### src/rtl/dfn_sched_pkg.sv
package dfn_sched_pkg;
  localparam int NSTG = 4;
  typedef enum logic [1:0] {
    STG_LD   = 2'd0,
    STG_CAL  = 2'd1,
    STG_FLOW = 2'd2,
    STG_ST   = 2'd3
  } stage_e;
endpackage

### src/rtl/dfn_sched_pick.sv
module dfn_sched_pick #(
  parameter int N  = 4,
  parameter int KW = 8,
  localparam int IW = (N > 1) ? $clog2(N) : 1
) (
  input  logic [N-1:0]         req_i,
  input  logic [N-1:0][KW-1:0] key_i,
  output logic                 gnt_vld_o,
  output logic [IW-1:0]        gnt_idx_o
);
  logic [KW-1:0] best;

  always_comb begin
    gnt_vld_o = 1'b0;
    gnt_idx_o = '0;
    best      = '0;
    for (int i = 0; i < N; i++) begin
      // strict less-than keeps the lowest index on ties
      if (req_i[i] && (!gnt_vld_o || key_i[i] < best)) begin
        gnt_vld_o = 1'b1;
        gnt_idx_o = IW'(i);
        best      = key_i[i];
      end
    end
  end
endmodule

### src/rtl/dfn_sched_freeq.sv
module dfn_sched_freeq #(
  parameter int DEPTH = 4,
  parameter int NP    = 4,
  localparam int PW = $clog2(DEPTH),
  localparam int CNTW = $clog2(DEPTH + 1)
) (
  input  logic                  clk_i,
  input  logic                  rst_ni,
  input  logic                  pop_i,
  output logic [PW-1:0]         head_o,
  output logic                  empty_o,
  input  logic [NP-1:0]         push_i,
  input  logic [NP-1:0][PW-1:0] push_idx_i
);
  logic [DEPTH-1:0][PW-1:0] mem_q;
  logic [PW-1:0]            rptr_q, wptr_q;
  logic [CNTW-1:0]          cnt_q;
  logic [NP-1:0][PW-1:0]    pos;
  logic [CNTW-1:0]          npush;

  always_comb begin
    npush = '0;
    for (int s = 0; s < NP; s++) begin
      pos[s] = wptr_q + PW'(npush);
      if (push_i[s]) npush = npush + 1'b1;
    end
  end

  assign head_o  = mem_q[rptr_q];
  assign empty_o = (cnt_q == '0);

  always_ff @(posedge clk_i or negedge rst_ni) begin
    if (!rst_ni) begin
      for (int i = 0; i < DEPTH; i++) mem_q[i] <= PW'(i);
      rptr_q <= '0;
      wptr_q <= '0;
      cnt_q  <= CNTW'(DEPTH);
    end else begin
      for (int s = 0; s < NP; s++)
        if (push_i[s]) mem_q[pos[s]] <= push_idx_i[s];
      wptr_q <= wptr_q + PW'(npush);
      if (pop_i && !empty_o) rptr_q <= rptr_q + 1'b1;
      cnt_q <= cnt_q + npush - CNTW'(pop_i && !empty_o);
    end
  end
endmodule

### src/rtl/dfn_stage_sched.sv
module dfn_stage_sched
  import dfn_sched_pkg::*;
#(
  parameter int NUM_NODES = 2,
  parameter int NUM_ENT   = 4,
  parameter int IAW       = 8,
  parameter int AW        = 12,
  parameter int CW        = 8,
  parameter int UW        = 4,
  parameter int TAGW      = 8,
  parameter int CTX_SH    = 4,
  localparam int NW = (NUM_NODES > 1) ? $clog2(NUM_NODES) : 1,
  localparam int EW = $clog2(NUM_ENT)
) (
  input  logic                       clk_i,
  input  logic                       rst_ni,
  input  logic                       cfg_we_i,
  input  logic [NW-1:0]              cfg_node_i,
  input  logic [TAGW-1:0]            cfg_tag_i,
  input  logic [CW-1:0]              cfg_total_i,
  input  logic [UW-1:0]              cfg_acts_i,
  input  logic [NSTG-1:0]            cfg_mask_i,
  input  logic [NSTG-1:0][IAW-1:0]   cfg_iaddr_i,
  input  logic [AW-1:0]              cfg_ld_base_i,
  input  logic [AW-1:0]              cfg_st_base_i,
  input  logic                       act_valid_i,
  input  logic [NW-1:0]              act_node_i,
  input  logic [CW-1:0]              act_inst_i,
  input  logic [NSTG-1:0]            unit_idle_i,
  input  logic [NSTG-1:0]            unit_ack_i,
  output logic [NSTG-1:0]            disp_o,
  output logic [NSTG-1:0][IAW-1:0]   disp_iaddr_o,
  output logic [NSTG-1:0][AW-1:0]    disp_opaddr_o,
  output logic [NSTG-1:0][CW-1:0]    disp_inst_o,
  output logic [NSTG-1:0][TAGW-1:0]  disp_tag_o,
  output logic                       err_o
);
  // kernel table
  logic [NUM_NODES-1:0]                      k_en_q;
  logic [NUM_NODES-1:0][TAGW-1:0]            k_tag_q;
  logic [NUM_NODES-1:0][CW-1:0]              k_total_q, k_started_q;
  logic [NUM_NODES-1:0][UW-1:0]              k_acts_q;
  logic [NUM_NODES-1:0][NSTG-1:0]            k_mask_q;
  logic [NUM_NODES-1:0][NSTG-1:0][IAW-1:0]   k_iaddr_q;
  logic [NUM_NODES-1:0][AW-1:0]              k_ld_q, k_st_q;

  // status table
  logic [NUM_ENT-1:0]            e_vld_q, e_busy_q;
  logic [NUM_ENT-1:0][NW-1:0]    e_node_q;
  logic [NUM_ENT-1:0][CW-1:0]    e_inst_q;
  logic [NUM_ENT-1:0][UW-1:0]    e_up_q;
  logic [NUM_ENT-1:0][1:0]       e_stg_q;

  // per-unit occupancy
  logic [NSTG-1:0]               u_busy_q;
  logic [NSTG-1:0][EW-1:0]       u_ent_q;

  // next present stage strictly above cur (cur = -1 gives the first)
  function automatic logic [2:0] nxt_stg(input logic [NSTG-1:0] mask, input int cur);
    logic [2:0] r;
    r = '0;
    for (int j = NSTG - 1; j >= 0; j--)
      if (mask[j] && j > cur) r = {1'b1, 2'(j)};
    return r;
  endfunction

  // start selection
  logic          fq_empty, start;
  logic [EW-1:0] fq_head;
  logic          st_found;
  logic [NW-1:0] st_node;

  always_comb begin
    st_found = 1'b0;
    st_node  = '0;
    for (int n = NUM_NODES - 1; n >= 0; n--)
      if (k_en_q[n] && k_mask_q[n] != '0 && k_started_q[n] < k_total_q[n]) begin
        st_found = 1'b1;
        st_node  = NW'(n);
      end
  end
  assign start = st_found && !fq_empty;

  // activation match
  logic          act_hit;
  logic [EW-1:0] act_ent;
  always_comb begin
    act_hit = 1'b0;
    act_ent = '0;
    for (int e = 0; e < NUM_ENT; e++)
      if (e_vld_q[e] && e_node_q[e] == act_node_i && e_inst_q[e] == act_inst_i) begin
        act_hit = 1'b1;
        act_ent = EW'(e);
      end
  end

  // per-stage pick and fire
  logic [NSTG-1:0]          fire, gvld;
  logic [NSTG-1:0][EW-1:0]  gidx;
  logic [NSTG-1:0]          ret_push;
  logic [NSTG-1:0][EW-1:0]  ret_idx;
  logic [NSTG-1:0][2:0]     ack_nxt;

  for (genvar s = 0; s < NSTG; s++) begin : g_stage
    logic [NUM_ENT-1:0] req;
    always_comb
      for (int e = 0; e < NUM_ENT; e++)
        req[e] = e_vld_q[e] && !e_busy_q[e] && e_stg_q[e] == 2'(s) &&
                 (s == int'(STG_LD) || e_up_q[e] == '0);

    dfn_sched_pick #(.N(NUM_ENT), .KW(CW)) u_pick (
      .req_i    (req),
      .key_i    (e_inst_q),
      .gnt_vld_o(gvld[s]),
      .gnt_idx_o(gidx[s])
    );

    assign fire[s]     = gvld[s] && unit_idle_i[s] && !u_busy_q[s];
    assign ack_nxt[s]  = nxt_stg(k_mask_q[e_node_q[u_ent_q[s]]], s);
    assign ret_push[s] = unit_ack_i[s] && u_busy_q[s] && !ack_nxt[s][2];
    assign ret_idx[s]  = u_ent_q[s];
  end

  dfn_sched_freeq #(.DEPTH(NUM_ENT), .NP(NSTG)) u_freeq (
    .clk_i     (clk_i),
    .rst_ni    (rst_ni),
    .pop_i     (start),
    .head_o    (fq_head),
    .empty_o   (fq_empty),
    .push_i    (ret_push),
    .push_idx_i(ret_idx)
  );

  // kernel table writes and start counting
  always_ff @(posedge clk_i or negedge rst_ni) begin
    if (!rst_ni) begin
      k_en_q      <= '0;
      k_tag_q     <= '0;
      k_total_q   <= '0;
      k_started_q <= '0;
      k_acts_q    <= '0;
      k_mask_q    <= '0;
      k_iaddr_q   <= '0;
      k_ld_q      <= '0;
      k_st_q      <= '0;
    end else begin
      if (start) k_started_q[st_node] <= k_started_q[st_node] + 1'b1;
      if (cfg_we_i) begin
        k_en_q[cfg_node_i]      <= 1'b1;
        k_tag_q[cfg_node_i]     <= cfg_tag_i;
        k_total_q[cfg_node_i]   <= cfg_total_i;
        k_started_q[cfg_node_i] <= '0;
        k_acts_q[cfg_node_i]    <= cfg_acts_i;
        k_mask_q[cfg_node_i]    <= cfg_mask_i;
        k_iaddr_q[cfg_node_i]   <= cfg_iaddr_i;
        k_ld_q[cfg_node_i]      <= cfg_ld_base_i;
        k_st_q[cfg_node_i]      <= cfg_st_base_i;
      end
    end
  end

  // status table and unit state
  logic [2:0] first_stg;
  assign first_stg = nxt_stg(k_mask_q[st_node], -1);

  always_ff @(posedge clk_i or negedge rst_ni) begin
    if (!rst_ni) begin
      e_vld_q  <= '0;
      e_busy_q <= '0;
      e_node_q <= '0;
      e_inst_q <= '0;
      e_up_q   <= '0;
      e_stg_q  <= '0;
      u_busy_q <= '0;
      u_ent_q  <= '0;
    end else begin
      for (int s = 0; s < NSTG; s++) begin
        if (unit_ack_i[s] && u_busy_q[s]) begin
          u_busy_q[s] <= 1'b0;
          e_busy_q[u_ent_q[s]] <= 1'b0;
          if (ack_nxt[s][2]) e_stg_q[u_ent_q[s]] <= ack_nxt[s][1:0];
          else               e_vld_q[u_ent_q[s]] <= 1'b0;
        end
        if (fire[s]) begin
          u_busy_q[s]       <= 1'b1;
          u_ent_q[s]        <= gidx[s];
          e_busy_q[gidx[s]] <= 1'b1;
        end
      end
      if (start) begin
        e_vld_q[fq_head]  <= 1'b1;
        e_busy_q[fq_head] <= 1'b0;
        e_node_q[fq_head] <= st_node;
        e_inst_q[fq_head] <= k_started_q[st_node];
        e_up_q[fq_head]   <= k_acts_q[st_node];
        e_stg_q[fq_head]  <= first_stg[1:0];
      end
      if (act_valid_i && act_hit && e_up_q[act_ent] != '0)
        e_up_q[act_ent] <= e_up_q[act_ent] - 1'b1;
    end
  end

  // registered dispatch outputs
  always_ff @(posedge clk_i or negedge rst_ni) begin
    if (!rst_ni) begin
      disp_o        <= '0;
      disp_iaddr_o  <= '0;
      disp_opaddr_o <= '0;
      disp_inst_o   <= '0;
      disp_tag_o    <= '0;
      err_o         <= 1'b0;
    end else begin
      for (int s = 0; s < NSTG; s++) begin
        disp_o[s] <= fire[s];
        if (fire[s]) begin
          disp_iaddr_o[s] <= k_iaddr_q[e_node_q[gidx[s]]][s];
          disp_inst_o[s]  <= e_inst_q[gidx[s]];
          disp_tag_o[s]   <= k_tag_q[e_node_q[gidx[s]]];
          unique case (stage_e'(s))
            STG_LD:  disp_opaddr_o[s] <= k_ld_q[e_node_q[gidx[s]]] + (AW'(gidx[s]) << CTX_SH);
            STG_ST:  disp_opaddr_o[s] <= k_st_q[e_node_q[gidx[s]]] + (AW'(gidx[s]) << CTX_SH);
            default: disp_opaddr_o[s] <= AW'(gidx[s]) << CTX_SH;
          endcase
        end
      end
      if (act_valid_i && !act_hit) err_o <= 1'b1;
    end
  end
endmodule

### config.mk
export PLATFORM = sky130hd
export DESIGN_NAME = dfn_stage_sched
export DESIGN_NICKNAME = d
export VERILOG_FILES = /design/src/rtl/dfn_sched_pkg.sv /design/src/rtl/dfn_sched_pick.sv /design/src/rtl/dfn_sched_freeq.sv /design/src/rtl/dfn_stage_sched.sv
export SDC_FILE = /design/constraint.sdc
export NUM_CORES = 1
export LEC_CHECK = 0
export BUFFER_PORTS_ARGS = -buffer_cell sky130_fd_sc_hd__buf_2
export CAP_MARGIN = 25
export CORE_MARGIN = 5
export CORE_UTILIZATION = 58
export DETAILED_ROUTE_END_ITERATION = 6
export GPL_ROUTABILITY_DRIVEN = 1
export PLACE_DENSITY_LB_ADDON = 0.1
export SKIP_LAST_GASP = 1
export SLEW_MARGIN = 20
export SYNTH_ARGS = -nofsm -noshare
export SYNTH_HDL_FRONTEND = slang
export SYNTH_SLANG_ARGS = --single-unit
### constraint.sdc
create_clock -name clk_i -period 10.23 [get_ports clk_i]
set_input_delay 2.046 -clock clk_i [delete_from_list [all_inputs] [get_ports clk_i]]
set_output_delay 2.046 -clock clk_i [all_outputs]
set_load 0.005 [all_outputs]
==> impl_metrics.json, run 1 <==
{
  "tightest_slew_ns": 1.04,
  "groute.usage.overall": 0.329,
  "synthFlopType": "dfrtp_1",
  "postCtsHoldBufs": 0,
  "yosysTopAreaCell": "dfrtp_1",
  "rsz0062_at_grt": "no",
  "cts_buffers": 43,
  "clockPowerShare": 0.223,
  "worstRegToRegCells": 30,
  "status": "finished clean",
  "num_rows": 73,
  "cts-htree-levels": 2,
  "ctsResizeCount": 0,
  "slew_headroom": 0.294,
  "antenna_found_initial": 10,
  "power_frac_comb": 0.449,
  "synth_common_cells": "nand2_1, dfrtp_1, nor2_1",
  "post-route-period-util": 0.922,
  "worstHoldPathCells": 1,
  "p_sw_mw": 3.24,
  "overflow": 0,
  "drt-wirelength-per-cell_um": 22.9,
  "mappedNetlistArea_um2": 23500,
  "grt_max_degree": 152,
  "yosysTopAreaCellShare": 0.419,
  "vias_per_cell": 6.15,
  "power_density_nw_per_um2": 293,
  "io_pins": 251,
  "vias": 19900,
  "grt_pass1_wl_um": 115000,
  "dr.pass1.iters": 5,
  "setup-violations-final": 0,
  "die-area_um2": 44600,
  "preCtsSetupSlack_ns": 1.09,
  "drc": 0,
  "seq_power_share": 0.328,
  "synth_top_family_by_area": "simple AND/OR/NAND/NOR gates",
  "async_reset_ff_frac": 1.00,
  "clk_pin_slew_worst_paths_ns": 0.06,
  "synth.area.top_cells": "dfrtp_1, nand2_1, mux2i_1",
  "cp.arrival_ns": 9.90,
  "yosys.area_share.simple": 0.164,
  "max_cap_viol_count": 0,
  "hold_viol": 0,
  "r2r-end": "disp_opaddr_o[9]$_DFFE_PN0P_",
  "worstSkewPairLatency_ns": 0.60,
  "worstHoldStart": "k_en_q[0]$_DFFE_PN0P_",
  "seq_area_frac_synth": 0.425,
  "gp_congestion": 1.00,
  "cp_max_fo": 20,
  "cts_setup_buffers": 0,
  "worstPathRequired_ns": 10.70,
  "die_w_um": 211,
  "swShare": 0.417,
  "drv_slew": 0,
  "p_leak_nw": 12.3,
  "critical-path-max-stage-delay_ns": 0.92,
  "synth_mux_area_frac": 0.123,
  "synth-seq-cells": 398,
  "r2r-start": "e_stg_q[0]$_DFF_PN0_",
  "totalWireLength_um": 74400,
  "hp-class": "reg2reg",
  "yosysMostFrequentCell": "nand2_1",
  "multiInputGateArea_um2": 12500,
  "root_buffer": "clkbuf_16",
  "yosys.area_share.xor_xnor": 0.0310,
  "areaGrowthSynthToFinish_pct": 13.4,
  "syn-instance-count": 2519,
  "crit_type": "reg2reg",
  "cts.sinks": 398,
  "nets": 2897,
  "finalClockSkew_ns": 0.0262,
  "p_int_mw": 4.54,
  "slowest_stage": "nor4b_2",
  "worst_slack_ns": 0.798,
  "yosys_warnings": 0,
  "synth_area_per_cell_um2": 9.31,
  "n_fill_cell": 3266,
  "synth_cell_types": 91,
  "first_iter_violations": 1595,
  "die_h_um": 211,
  "max_freq_mhz": 106,
  "ant_nets": 0,
  "start_util": 0.588,
  "endpoint_kind": "flip-flop",
  "tns_ns": 0,
  "clockBufferDepth": 3,
  "synth-edff-count": 0,
  "layout-drive-gt1-share": 0.197,
  "synth_fa_ha_area_frac": 0.0628,
  "r2r_slack_ns": 0.80,
  "port_buffers": 230,
  "period_needed_ns": 9.43,
  "hold-path-endpoint": "k_en_q[0]$_DFFE_PN0P_",
  "worstSetupStartpointType": "flip-flop",
  "synth_compound_area_frac": 0.149,
  "grt_pass1_vias": 19800,
  "dp_hpwl_um": 51900,
  "regArea_um2": 9970,
  "core-area_um2": 39900,
  "cts_tree": "yes",
  "irDropWorstVdd_uv": 179
}
-- power by group through the flow --
stage | logic [mW] | registers (mW) | clock network, mW
2_1_floorplan | 2.44 | 2.34 | 0
3_3_place_gp | 3.34 | 2.54 | 0
3_5_place_dp | 3.44 | 2.56 | 0
4_1_cts | 3.47 | 2.54 | 1.75
5_1_grt | 3.84 | 2.60 | 1.82
6_report | 3.49 | 2.56 | 1.73
-- cells in the final DEF, fill, tap and decap left out, drive strengths merged, types with 40 or more instances in the layout --
cell type	instances
a21o	40
a21oi	114
buf	279
clkbuf	61
dfrtp	393
ha	113
inv	68
mux2	113
mux2i	147
nand2	480
nor2	171
o21ai	184
xnor2	69
-- per-stage QoR --
| step | utilization | std cells | total power, mW | area [µm²] | hold slack [ns] |
|---|---|---|---|---|---|
| 4_1_cts | 0.664 | 3234 | 7.76 | 26500 | 0.467 |
| 2_1_floorplan | - | 2538 | 4.77 | 23500 | 0.430 |
| 3_5_place_dp | 0.625 | 3155 | 6.00 | 24900 | 0.445 |
| 6_report | 0.667 | 3243 | 7.79 | 26600 | 0.463 |
| 3_3_place_gp | 0.624 | 3153 | 5.88 | 24900 | 0.444 |
| 5_1_grt | 0.666 | 3240 | 8.27 | 26600 | 0.487 |
-- state kept, by name, summed over array words and instances (netlist names), 16 cells and up --
name           count
e_inst_q          32
k_ld_q            24
e_up_q            16
k_iaddr_q         64
disp_inst_o       32
k_st_q            24
disp_opaddr_o     24
disp_iaddr_o      32
k_total_q         16
k_started_q       16
k_tag_q           16
disp_tag_o        32
-- critical path, delay by kind of cell (launching register included) --
kind	cells	cell delay, ns
simple gates	6	2.36
xor+xnor	1	0.10
mux	3	1.08
buf+inv	1	0.29
compound gates	15	3.73
fa+ha+maj	4	1.24
flops	1	0.47
-- kinds of logic (layout without fill, tap and decap cells) --
family | after synthesis | after routing
compound gates | 536 | 536
xor+xnor | 83 | 83
fa+ha+maj | 116 | 116
buf+inv | 248 | 423
flops | 398 | 398
mux | 265 | 265
other cells | 1 | 25
simple gates | 872 | 872
-- how the worst max path moves through the flow --
stage,slack [ns],from,to,cells past startpoint
6_report,0.80,e_stg_q[0]$_DFF_PN0_,disp_opaddr_o[9]$_DFFE_PN0P_,30
3_5_place_dp,1.09,e_stg_q[0]$_DFF_PN0_,disp_opaddr_o[9]$_DFFE_PN0P_,30
5_1_grt,0.20,e_stg_q[0]$_DFF_PN0_,disp_opaddr_o[9]$_DFFE_PN0P_,30
2_1_floorplan,1.71,e_up_q[0]$_DFF_PN0_,disp_opaddr_o[46]$_DFFE_PN0P_,40
3_3_place_gp,1.27,e_up_q[0]$_DFF_PN0_,disp_opaddr_o[46]$_DFFE_PN0P_,37
4_1_cts,1.05,e_stg_q[0]$_DFF_PN0_,disp_opaddr_o[9]$_DFFE_PN0P_,30
-- layout make-up --
class                           instances  share of cell area
Multi-Input combinational cell       1892               0.471
Sequential cell                       398               0.375
Timing Repair Buffer                  279              0.0601
Clock buffer                           61              0.0490
Tap cell                              525              0.0247
Clock inverter                         18              0.0107
Inverter                               65             0.00917
Antenna cell                            5            0.000470
-- metal layers --
layer  track usage  share of wire
met1         0.429           0.41
met2         0.511           0.46
met3        0.0809          0.084
met4         0.168          0.055
met5             0        0.00083
No activity file was read; power rests on OpenSTA's default activity.
==> run 2, diff against run 1 <==
--- a/config.mk
+++ b/config.mk
@@ -7,8 +7,10 @@
 export LEC_CHECK = 0
 export BUFFER_PORTS_ARGS = -buffer_cell sky130_fd_sc_hd__buf_2
 export CAP_MARGIN = 25
+export CELL_PAD_IN_SITES_DETAIL_PLACEMENT = 1
+export CELL_PAD_IN_SITES_GLOBAL_PLACEMENT = 1
 export CORE_MARGIN = 5
-export CORE_UTILIZATION = 58
+export CORE_UTILIZATION = 46
 export DETAILED_ROUTE_END_ITERATION = 6
 export GPL_ROUTABILITY_DRIVEN = 1
 export PLACE_DENSITY_LB_ADDON = 0.1
==> run 2 against run 1 <==
Global-route usage shrank 2.5 points. Sequential share of layout area shrank 0.060 points. First-iteration DRC count shrank 23%. Routed wire length grew 17%. Clock skew shrank 0.0054 ns. Non-clock buffer count grew 8. Clock power shrank 6%. Worst hold slack gained 0.0068 ns. Maximum frequency shrank 0.37%. Cell count grew 4.8%. Register-to-register slack lost 0.03 ns.
==> impl_metrics.json, run 2 (same netlist as run 1, synthesis figures left out) <==
{
  "ant_nets": 0,
  "slew_headroom": 0.308,
  "hp-class": "reg2reg",
  "status": "finished clean",
  "cts-htree-levels": 2,
  "drc": 0,
  "overflow": 0,
  "drt-wirelength-per-cell_um": 25.5,
  "stdcell_count": 3398,
  "critical-path-max-stage-delay_ns": 0.77,
  "regMostFlops": "k_iaddr_q",
  "ctsResizeCount": 0,
  "n_fill_cell": 5857,
  "layout-drive-gt1-share": 0.195,
  "vias_per_cell": 5.98,
  "preCtsSetupSlack_ns": 0.915,
  "endpoint_kind": "flip-flop",
  "nets": 2908,
  "dr.pass1.iters": 5,
  "grt_max_degree": 152,
  "largest_reg_flops": 64,
  "tightest_slew_ns": 1.04,
  "port_buffers": 230,
  "die_h_um": 236,
  "gp_congestion": 0.959,
  "core-area_um2": 50300,
  "cts_buffers": 46,
  "grt_pass1_wl_um": 133000,
  "max_freq_mhz": 106,
  "p_leak_nw": 12.2,
  "rsz0062_at_grt": "no",
  "die-area_um2": 55600,
  "dp_hpwl_um": 61500,
  "die_w_um": 236,
  "hold_viol": 0,
  "antenna_found_initial": 11,
  "setup-violations-final": 0,
  "cp_max_fo": 20,
  "vias": 20300,
  "totalWireLength_um": 86600,
  "final_common_cell": "nand2_1",
  "cts.sinks": 398,
  "worstPathRequired_ns": 10.70,
  "worstSkewPairLatency_ns": 0.59,
  "clockBufferDepth": 3,
  "power_density_nw_per_um2": 295,
  "first_iter_violations": 1227,
  "finalClockSkew_ns": 0.0209,
  "cts_tree": "yes",
  "worst_slack_ns": 0.763,
  "crit_type": "reg2reg",
  "groute.usage.overall": 0.304,
  "max_cap_viol_count": 0,
  "dp_cells": 3311,
  "io_pins": 251,
  "post-route-period-util": 0.925,
  "irDropWorstVdd_uv": 231,
  "worstSetupStartpointType": "flip-flop",
  "postCtsHoldBufs": 0,
  "drv_slew": 0,
  "grt_pass1_vias": 21800,
  "num_rows": 82,
  "areaGrowthSynthToFinish_pct": 13.6,
  "start_util": 0.467,
  "clk_pin_slew_worst_paths_ns": 0.06,
  "slowest_stage": "nor4b_2",
  "root_buffer": "clkbuf_16",
  "period_needed_ns": 9.47,
  "cts_setup_buffers": 0,
  "post-route-util": 0.530,
  "final_cell_mix": "nand2_1, dfrtp_1, buf_2",
  "tns_ns": 0,
  "cp.arrival_ns": 9.94
}
[run 2: cell count changes in the layout (fill, tap and decap cells not counted), sizes merged]
cell,before,now
clkbuf,61,68
buf,279,287
bufinv,6,2
diode,5,2
clkinv,8,11
inv,68,65
[run 2: layout make-up]
| class | count | area, µm² | share of cell area |
|---|---|---|---|
| inverter | 65 | 244 | 0.00915 |
| multi-input combinational | 1892 | 12500 | 0.471 |
| clock inverter | 14 | 153 | 0.00573 |
| clock buffer | 68 | 1290 | 0.0485 |
| antenna | 2 | 5.00 | 0.000188 |
| timing repair buffer | 287 | 1610 | 0.0603 |
| tap | 672 | 841 | 0.0315 |
| sequential | 398 | 9970 | 0.374 |
[run 2: per-stage QoR]
step | hold WS [ns] | cell area [µm²] | power [mW]
3_3_place_gp | 0.451 | 25200 | 6.04
6_report | 0.469 | 26700 | 7.87
4_1_cts | 0.470 | 26600 | 7.86
5_1_grt | 0.486 | 26600 | 8.34
2_1_floorplan | 0.430 | 23500 | 4.77
3_5_place_dp | 0.456 | 25200 | 6.21
[run 2: where the power goes]
| part | internal, mW | total [mW] | switching (mW) |
|---|---|---|---|
| registers | 2.03 | 2.59 | 0.559 |
| clock network | 0.928 | 1.62 | 0.690 |
| logic | 1.47 | 3.67 | 2.19 |
| total | 4.43 | 7.87 | 3.44 |
[run 2: metal layers]
| metal | vias up | global-route usage | wire, µm |
|---|---|---|---|
| li1 | 9127 | - | - |
| met1 | 10400 | 0.385 | 35800 |
| met2 | 593 | 0.512 | 41800 |
| met3 | 221 | 0.0692 | 5470 |
| met4 | 16 | 0.109 | 3500 |
| met5 | - | 0 | 105 |
[run 2: final timing paths]
check	startpoint	end	slack, ns	depth (start not counted)
max	e_stg_q[0]$_DFF_PN0_	disp_opaddr_o[9]$_DFFE_PN0P_	0.76	29
min	k_acts_q[6]$_DFFE_PN0P_	k_acts_q[6]$_DFFE_PN0P_	0.47	2
max reg2reg	e_stg_q[0]$_DFF_PN0_	disp_opaddr_o[9]$_DFFE_PN0P_	0.76	29
min reg2reg	k_acts_q[6]$_DFFE_PN0P_	k_acts_q[6]$_DFFE_PN0P_	0.47	2
max in group asynchronous	rst_ni	e_node_q[0]$_DFFE_PN0P_	7.12	2
min in group asynchronous	rst_ni	disp_inst_o[31]$_DFFE_PN0P_	1.49	1
[run 2: worst max-delay path, delay by kind of cell (launching register included)]
family / cells / cell delay [ns]
AO/OA/AOI/OAI: 15 / 4.12
AND/OR/NAND/NOR: 6 / 2.26
adder cells (fa/ha/maj): 4 / 1.24
multiplexers: 3 / 1.14
flip-flops: 1 / 0.49
XOR/XNOR: 1 / 0.12
